<file path="src/rtl/sram_dual_ce_ctl_pkg.sv">
// Package: shared cycle states and the select decode for the dual-enable
// memory controller. Assumes active-low ce1 and active-high ce2.
package sram_dual_ce_ctl_pkg;

    typedef enum logic [1:0] {
        CYC_DESEL = 2'd0,
        CYC_READ  = 2'd1,
        CYC_WRITE = 2'd2
    } cyc_state_t;

    // Chip is selected when both enables are in their active state.
    function automatic logic chip_sel(input logic ce1_n_i, input logic ce2_i);
        return (~ce1_n_i) & ce2_i;
    endfunction

    // Next cycle kind from one sampled set of controls.
    function automatic cyc_state_t next_cycle(input logic ce1_n_i,
                                              input logic ce2_i,
                                              input logic we_n_i);
        if (!chip_sel(ce1_n_i, ce2_i))
            return CYC_DESEL;
        else if (!we_n_i)
            return CYC_WRITE;
        else
            return CYC_READ;
    endfunction

endpackage

</file>
<file path="src/rtl/sram_ctl_sequencer.sv">
// Sequencer: tracks the cycle kind on each sampled edge, holds the address
// and data of the latest active write edge, and issues a one-edge commit
// when the write condition ends. Assumes all controls are synchronous.
module sram_ctl_sequencer
    import sram_dual_ce_ctl_pkg::*;
#(
    parameter int STORE_AW = 6,
    parameter int DATA_W   = 8
) (
    input  logic                clk,
    input  logic                rst_n,
    input  logic [STORE_AW-1:0] idx_in,
    input  logic [DATA_W-1:0]   din,
    input  logic                ce1_n,
    input  logic                ce2,
    input  logic                we_n,
    output logic                commit,
    output logic [STORE_AW-1:0] commit_idx,
    output logic [DATA_W-1:0]   commit_data,
    output logic                read_go
);

    cyc_state_t state_q;
    cyc_state_t state_d;

    // Decode the cycle kind that this edge will enter.
    always_comb begin
        state_d = next_cycle(ce1_n, ce2, we_n);
    end

    // A commit fires when a write was in progress and is no longer.
    always_comb begin
        commit  = (state_q == CYC_WRITE) && (state_d != CYC_WRITE);
        read_go = (state_d == CYC_READ);
    end

    // Cycle state register.
    always_ff @(posedge clk) begin
        if (!rst_n)
            state_q <= CYC_DESEL;
        else
            state_q <= state_d;
    end

    // Hold the address and data of every active write edge.
    always_ff @(posedge clk) begin
        if (!rst_n) begin
            commit_idx  <= '0;
            commit_data <= '0;
        end else if (state_d == CYC_WRITE) begin
            commit_idx  <= idx_in;
            commit_data <= din;
        end
    end

endmodule

</file>
<file path="src/rtl/sram_ctl_store.sv">
// Store: behavioural word array, one register per word, with a decoded
// write enable and an asynchronous read port. Cleared by reset.
module sram_ctl_store #(
    parameter int STORE_AW = 6,
    parameter int DATA_W   = 8
) (
    input  logic                clk,
    input  logic                rst_n,
    input  logic                wr_en,
    input  logic [STORE_AW-1:0] wr_idx,
    input  logic [DATA_W-1:0]   wr_data,
    input  logic [STORE_AW-1:0] rd_idx,
    output logic [DATA_W-1:0]   rd_data
);

    localparam int WORDS = 1 << STORE_AW;

    logic [DATA_W-1:0] words [WORDS];

    for (genvar w = 0; w < WORDS; w++) begin : g_word
        logic hit;
        assign hit = wr_en && (wr_idx == STORE_AW'(w));

        // Word register: cleared on reset, loaded on a matching commit.
        always_ff @(posedge clk) begin
            if (!rst_n)
                words[w] <= '0;
            else if (hit)
                words[w] <= wr_data;
        end
    end

    // Read port selects the addressed word.
    always_comb begin
        rd_data = words[rd_idx];
    end

endmodule

</file>
<file path="src/rtl/sram_ctl_outstage.sv">
// Output stage: registers the drive flag and the read byte. A commit to the
// word being read on the same edge is forwarded so the read sees new data.
// Data is forced to zero whenever the drive flag is low.
module sram_ctl_outstage #(
    parameter int STORE_AW = 6,
    parameter int DATA_W   = 8
) (
    input  logic                clk,
    input  logic                rst_n,
    input  logic                read_go,
    input  logic [STORE_AW-1:0] rd_idx,
    input  logic [DATA_W-1:0]   rd_data,
    input  logic                commit,
    input  logic [STORE_AW-1:0] commit_idx,
    input  logic [DATA_W-1:0]   commit_data,
    output logic [DATA_W-1:0]   dout,
    output logic                dout_en
);

    logic [DATA_W-1:0] fwd_data;

    // Pick the forwarded commit data when it targets the word being read.
    always_comb begin
        if (commit && (commit_idx == rd_idx))
            fwd_data = commit_data;
        else
            fwd_data = rd_data;
    end

    // Output registers for the drive flag and the byte.
    always_ff @(posedge clk) begin
        if (!rst_n) begin
            dout_en <= 1'b0;
            dout    <= '0;
        end else begin
            dout_en <= read_go;
            dout    <= read_go ? fwd_data : '0;
        end
    end

endmodule

</file>
<file path="src/rtl/sram_dual_ce_ctl.sv">
// Top: clock-sampled controller for a byte-wide static memory with two
// opposite-polarity chip enables and an active-low write strobe. The low
// STORE_AW address bits index the behavioural array and the upper bits alias.
module sram_dual_ce_ctl #(
    parameter int ADDR_W   = 17,
    parameter int DATA_W   = 8,
    parameter int STORE_AW = 6
) (
    input  logic              clk,
    input  logic              rst_n,
    input  logic [ADDR_W-1:0] addr,
    input  logic [DATA_W-1:0] din,
    input  logic              ce1_n,
    input  logic              ce2,
    input  logic              we_n,
    output logic [DATA_W-1:0] dout,
    output logic              dout_en
);

    logic [STORE_AW-1:0] idx;
    logic                unused_hi;
    logic                commit;
    logic [STORE_AW-1:0] commit_idx;
    logic [DATA_W-1:0]   commit_data;
    logic                read_go;
    logic [DATA_W-1:0]   rd_data;

    // Split the address into the array index and the aliased upper part.
    assign idx       = addr[STORE_AW-1:0];
    assign unused_hi = ^addr[ADDR_W-1:STORE_AW];

    sram_ctl_sequencer #(.STORE_AW(STORE_AW), .DATA_W(DATA_W)) u_seq (
        .clk         (clk),
        .rst_n       (rst_n),
        .idx_in      (idx),
        .din         (din),
        .ce1_n       (ce1_n),
        .ce2         (ce2),
        .we_n        (we_n),
        .commit      (commit),
        .commit_idx  (commit_idx),
        .commit_data (commit_data),
        .read_go     (read_go)
    );

    sram_ctl_store #(.STORE_AW(STORE_AW), .DATA_W(DATA_W)) u_store (
        .clk     (clk),
        .rst_n   (rst_n),
        .wr_en   (commit),
        .wr_idx  (commit_idx),
        .wr_data (commit_data),
        .rd_idx  (idx),
        .rd_data (rd_data)
    );

    sram_ctl_outstage #(.STORE_AW(STORE_AW), .DATA_W(DATA_W)) u_out (
        .clk         (clk),
        .rst_n       (rst_n),
        .read_go     (read_go),
        .rd_idx      (idx),
        .rd_data     (rd_data),
        .commit      (commit),
        .commit_idx  (commit_idx),
        .commit_data (commit_data),
        .dout        (dout),
        .dout_en     (dout_en)
    );

endmodule

</file>
<file path="config.mk">
export PLATFORM = sky130hd
export DESIGN_NAME = sram_dual_ce_ctl
export DESIGN_NICKNAME = d
export VERILOG_FILES = /design/src/rtl/sram_dual_ce_ctl_pkg.sv /design/src/rtl/sram_ctl_sequencer.sv /design/src/rtl/sram_ctl_store.sv /design/src/rtl/sram_ctl_outstage.sv /design/src/rtl/sram_dual_ce_ctl.sv
export SDC_FILE = /design/constraint.sdc
export NUM_CORES = 1
export LEC_CHECK = 0
export BUFFER_PORTS_ARGS = -buffer_cell sky130_fd_sc_hd__buf_2
export CAP_MARGIN = 40
export CORE_MARGIN = 2
export CORE_UTILIZATION = 60
export DETAILED_ROUTE_END_ITERATION = 10
export GPL_TIMING_DRIVEN = 0
export PLACE_DENSITY_LB_ADDON = 0.08
export REMOVE_ABC_BUFFERS = 1
export SYNTH_ARGS = -nofsm -noshare
export SYNTH_HDL_FRONTEND = slang
export SYNTH_SLANG_ARGS = --single-unit
</file>
<file path="constraint.sdc">
create_clock -name clk -period 2.3 [get_ports clk]
set_input_delay 0.115 -clock clk [delete_from_list [all_inputs] [get_ports clk]]
set_output_delay 0.115 -clock clk [all_outputs]
set_load 0.01 [all_outputs]
</file>
Word level (Yosys, flattened, before mapping):

Memories as Yosys holds them, arrays and structs flattened.
Cells that the tools add are included.

* register bits after elaboration: 25
* RAM bits: 512
* input port bits: 30
* output and inout port bits: 9
* word-level logic and storage cells: 468
* memories kept: 1

* eq/ne operators: 68
* multiplexer cells: 260
* bitwise logic cells: 66
* reduce and logical (&&, ||, !) cells: 68

Memories
* u_store.words: depth 64, width 8, rd ports 1, clocked after Yosys merged registers in 0, wr ports 64, RTL line sram_ctl_store.sv:18 `logic [DATA_W-1:0] words [WORDS];`

Operator list (count)
* $mux W8: 65
* $mux W1: 193
* $eq A6 B6 Y1 const B: 32
* $eq A6 B5 Y1 const B: 16
* $logic_and A1 B1 Y1: 66
* $or A1 B1 Y1: 64
* $eq A6 B4 Y1 const B: 8
* $eq A6 B3 Y1 const B: 4
* $eq A6 B2 Y1 const B: 2
* $eq A6 B1 Y1 const B: 1
* $eq A6 B6 Y1: 1
* $logic_not A6 Y1: 1
* $eq A2 B2 Y1 const B: 2
* $mux W2: 2
* $eq A2 B1 Y1 const B: 1
* $ne A2 B2 Y1 const B: 1
* $reduce_and A2 Y1: 1
* $and A1 B1 Y1: 1
* $not A1 Y1: 1

Longest topological paths before layout:

* depth after elaboration: 10
* gate-level depth with buffers: 9
* gate-level depth less buffers: 6

By module:

From an unflattened synthesis, not the netlist that was laid out.

* cell total of the unflattened synthesis: 1686
* area total of the unflattened synthesis: 24873.9 sq um

By module, submodules not included
* sram_ctl_store: times used 1, cells each 1572, area each 23729.0 sq um
* sram_ctl_sequencer: times used 1, cells each 68, area each 654.4 sq um
* sram_ctl_outstage: times used 1, cells each 46, area each 490.5 sq um

Least setup slack after synthesis:

No wires, ideal clock.

* path type: register -> register
* start point: register u_seq.state_q[0]
* end point: memory u_store.words[11][0] (enable)
* setup time: 0.329 ns
* arrival time: 1.671 ns
* required time: 1.971 ns
* slack: 0.300 ns
* stages on the path, launching flop included: 6
* path buffers: 0
* clock period less this slack: 2.000 ns
* path through: dfxtp_1 nor3b_4 nand2_1 nor3_1 nand2_2 nand2_1

RTL lines
* start: declaration: RTL line sram_ctl_sequencer.sv:23 `cyc_state_t state_q;`
* start signal: assignment: RTL line sram_ctl_sequencer.sv:42 `state_q <= state_d;`
* end: declaration: RTL line sram_ctl_store.sv:18

==> qor.txt <==
run status - completed
post-synthesis sequential area ratio - 67.7%
Clock transition at path regs - 0.06 ns
Crit Path Class - flop to flop
crit path capture type - flop
unique cell type count in the Yosys netlist - 46
unrepaired setup endpoints after global routing - true
Rows - 72
cell count after synthesis - 1680
pin count of the biggest net entering global routing - 74
design area - 26400 sq um
Setup crit start - u_seq.commit_idx[1]
Tmin final - 2.28 ns
Placed Instances - 2125
count leader, synth - nor2_1
I/O Buffers - 27
total wire length - 58700 microns
cts bufs inserted - 53
IO Count - 39
Leak - 8.90 nW
dominant cells by area after synthesis - edfxtp_1 (66%), mux4_2 (11%), nor2_1 (8.6%)
n_diodes - 0
post-synthesis register bit count - 537
fin worst setup slack - 0.0184 ns
syn avg cell area - 14.0 sq um
Initial Util - 60.7%
routed wl met2 - 28600 microns
Placeable Area - 38600 sq um
CTS HTree Levels - 2
DP Wirelength - 35800 microns
RR Startpoint - u_seq.commit_idx[1]
DIE WIDTH - 202 microns
share of layout cells above drive strength 1 - 21.9%
Final ANT Viol Nets - 0
Synth Flop Type - edfxtp_1
Post-Layout Cell Count - 2235
vias per inst - 6.32
clock skew - 0.0111 ns
GRT Util Overall - 29.5%
top post-synthesis cells by count - nor2_1 (536), edfxtp_1 (512), nand2_1 (146)
Area after DPL - 24000 sq um
vias in the first global route - 14043
Synth Cell Area - 23500 sq um
M1 WL - 23000 microns
post-placement worst setup slack - -0.713 ns
final hold vios - 0
Max-Cap Viols - 0
gp weighted congestion - 0.835
HP Class - input pin to flop
DR pass1 iterations - 5
Post-synth EDFFs - 512
clock sink count - 537
worst path required time - 2.59 ns
reg-to-reg endpoint - u_store.words[34][4]
total grt overflow - 0
Met3 Wirelength - 5240 microns
routed via count - 14118
Rel. slew slack - 35.4%
FMAX - 438 MHz
PD cells - 775 nW/um^2
nets@finish - 1712
Post-synth ARST share - 0%
final core utilization - 68.2%
Final Setup Violations - 0
P&R area growth vs syn - 12.4%
Slew Viols, Final - 0
clk_lat worst skew - 0.59 ns
die area - 40700 sq um
CP Launch Type - flop
CTS Root Buffer Type - clkbuf_16
DR WL/cell - 26.2 microns
fin crit share - 99.2%
CTS tree - yes
R2R Setup Slk - 0.02 ns
CP Data Arrival Time - 2.57 ns
first-pass GRT wire length - 87500 microns
Worst IR Drop VDD - 0.630 mV
uppermost layer routed - met4
Worst Max-Slew Pin Slew - 0.969 ns
Die Height - 202 microns
Iter 0 DRT Violations - 1517
clk buf depth - 3
Ys Warns - 0
largest area contributor in the netlist - edfxtp_1
Yosys top cell area share - 65.5%
Worst Setup EP - u_store.words[34][4]
Critical Path Fanout Max - 9
drt drc - 0
R2R cell count - 6
initial antenna violation count - 0
-- stage by stage --
step	hold slack, ns	TNS, ns	total power [mW]
2_1_floorplan	0.260	0	11.9
3_3_place_gp	0.402	-1407.31	12.5
3_5_place_dp	0.405	-273.07	12.6
4_1_cts	0.0202	-0.0373	20.5
5_1_grt	0.0469	-0.788	20.9
6_report	0.0379	0	20.4
-- cell usage in the layout, fill, tap and decap left out, types with 15 or more instances in the layout --
master     instances
a21oi_1           20
a22oi_1           18
buf_2             27
buf_4             15
clkbuf_1          16
clkbuf_16         53
dfxtp_1           22
edfxtp_1         512
mux2i_1           39
mux4_1            16
mux4_2           112
nand2_1           54
nand2_2           73
nand2_4           35
nand3_1           19
nor2_1           529
-- kinds of logic (layout without fill, tap and decap cells) --
| logic type | after synthesis | in the layout | share of synthesized area, % |
|---|---|---|---|
| compound gates | 67 | 67 | 1.87 |
| buf+inv | 129 | 166 | 2.53 |
| xor+xnor | 6 | 6 | 0.224 |
| flops | 537 | 537 | 67.7 |
| simple gates | 770 | 770 | 13.3 |
| mux | 171 | 171 | 14.4 |
-- worst min-delay path by stage --
stage,end,start,cells after the start
after floorplan,u_seq.commit_idx[0],addr[0],2
after global placement,u_seq.commit_data[7],din[7],3
after detailed placement,u_seq.commit_data[5],din[5],3
after CTS,u_out.dout_en,ce2,3
after global routing,u_out.dout_en,ce2,3
final,u_out.dout_en,ce2,3
-- metal layers --
| layer | vias up | track usage (%) |
|---|---|---|
| met3 | 104 | 5.31 |
| met4 | 0 | 9.80 |
| li1 | 6136 | - |
| met1 | 7197 | 41.7 |
| met2 | 681 | 47.3 |
| met5 | - | 0 |
-- repair_timing --
| item | CTS | global route |
|---|---|---|
| setup endpoints to repair | 624 | 323 |
| hold endpoints to repair | 15 | 0 |
| hold buffers | 12 | 0 |
| gates resized for setup | 124 | 32 |
| pin swaps | 2 | 6 |
| gates cloned | 1 | 0 |
| buffers inserted | 2 | 5 |
-- state kept, by name (all words and copies together), names as in the netlist --
register,count
u_out.dout,8
u_seq.state_q,2
u_store.words,512
u_out.dout_en,1
u_seq.commit_data,8
u_seq.commit_idx,6
-- where the power goes --
| group | leakage, nW | switching (mW) | internal, mW |
|---|---|---|---|
| clock | 0.753 | 3.51 | 4.48 |
| sequential | 5.48 | 0.106 | 11.0 |
| combinational | 2.67 | 0.840 | 0.498 |
-- worst max-delay path: stages (launching register included) --
cell and delay, ns:
dfxtp_4 0.45, clkinvlp_4 0.27, or3_1 0.53, nor2_4 0.18, buf_4 0.17, nand2_2 0.15
nand2_4 0.21
-- area by class of cell --
class                   instances  area (sq um)
flip-flops and latches        537         15900
well taps                     518           648
clock inverters                19           130
inverters                       6          26.3
multi-input cells            1014          7560
fillers                      2698         12300
repair buffers                 70           692
clock buffers                  71          1410
No activity file was read; power rests on OpenSTA's default activity.
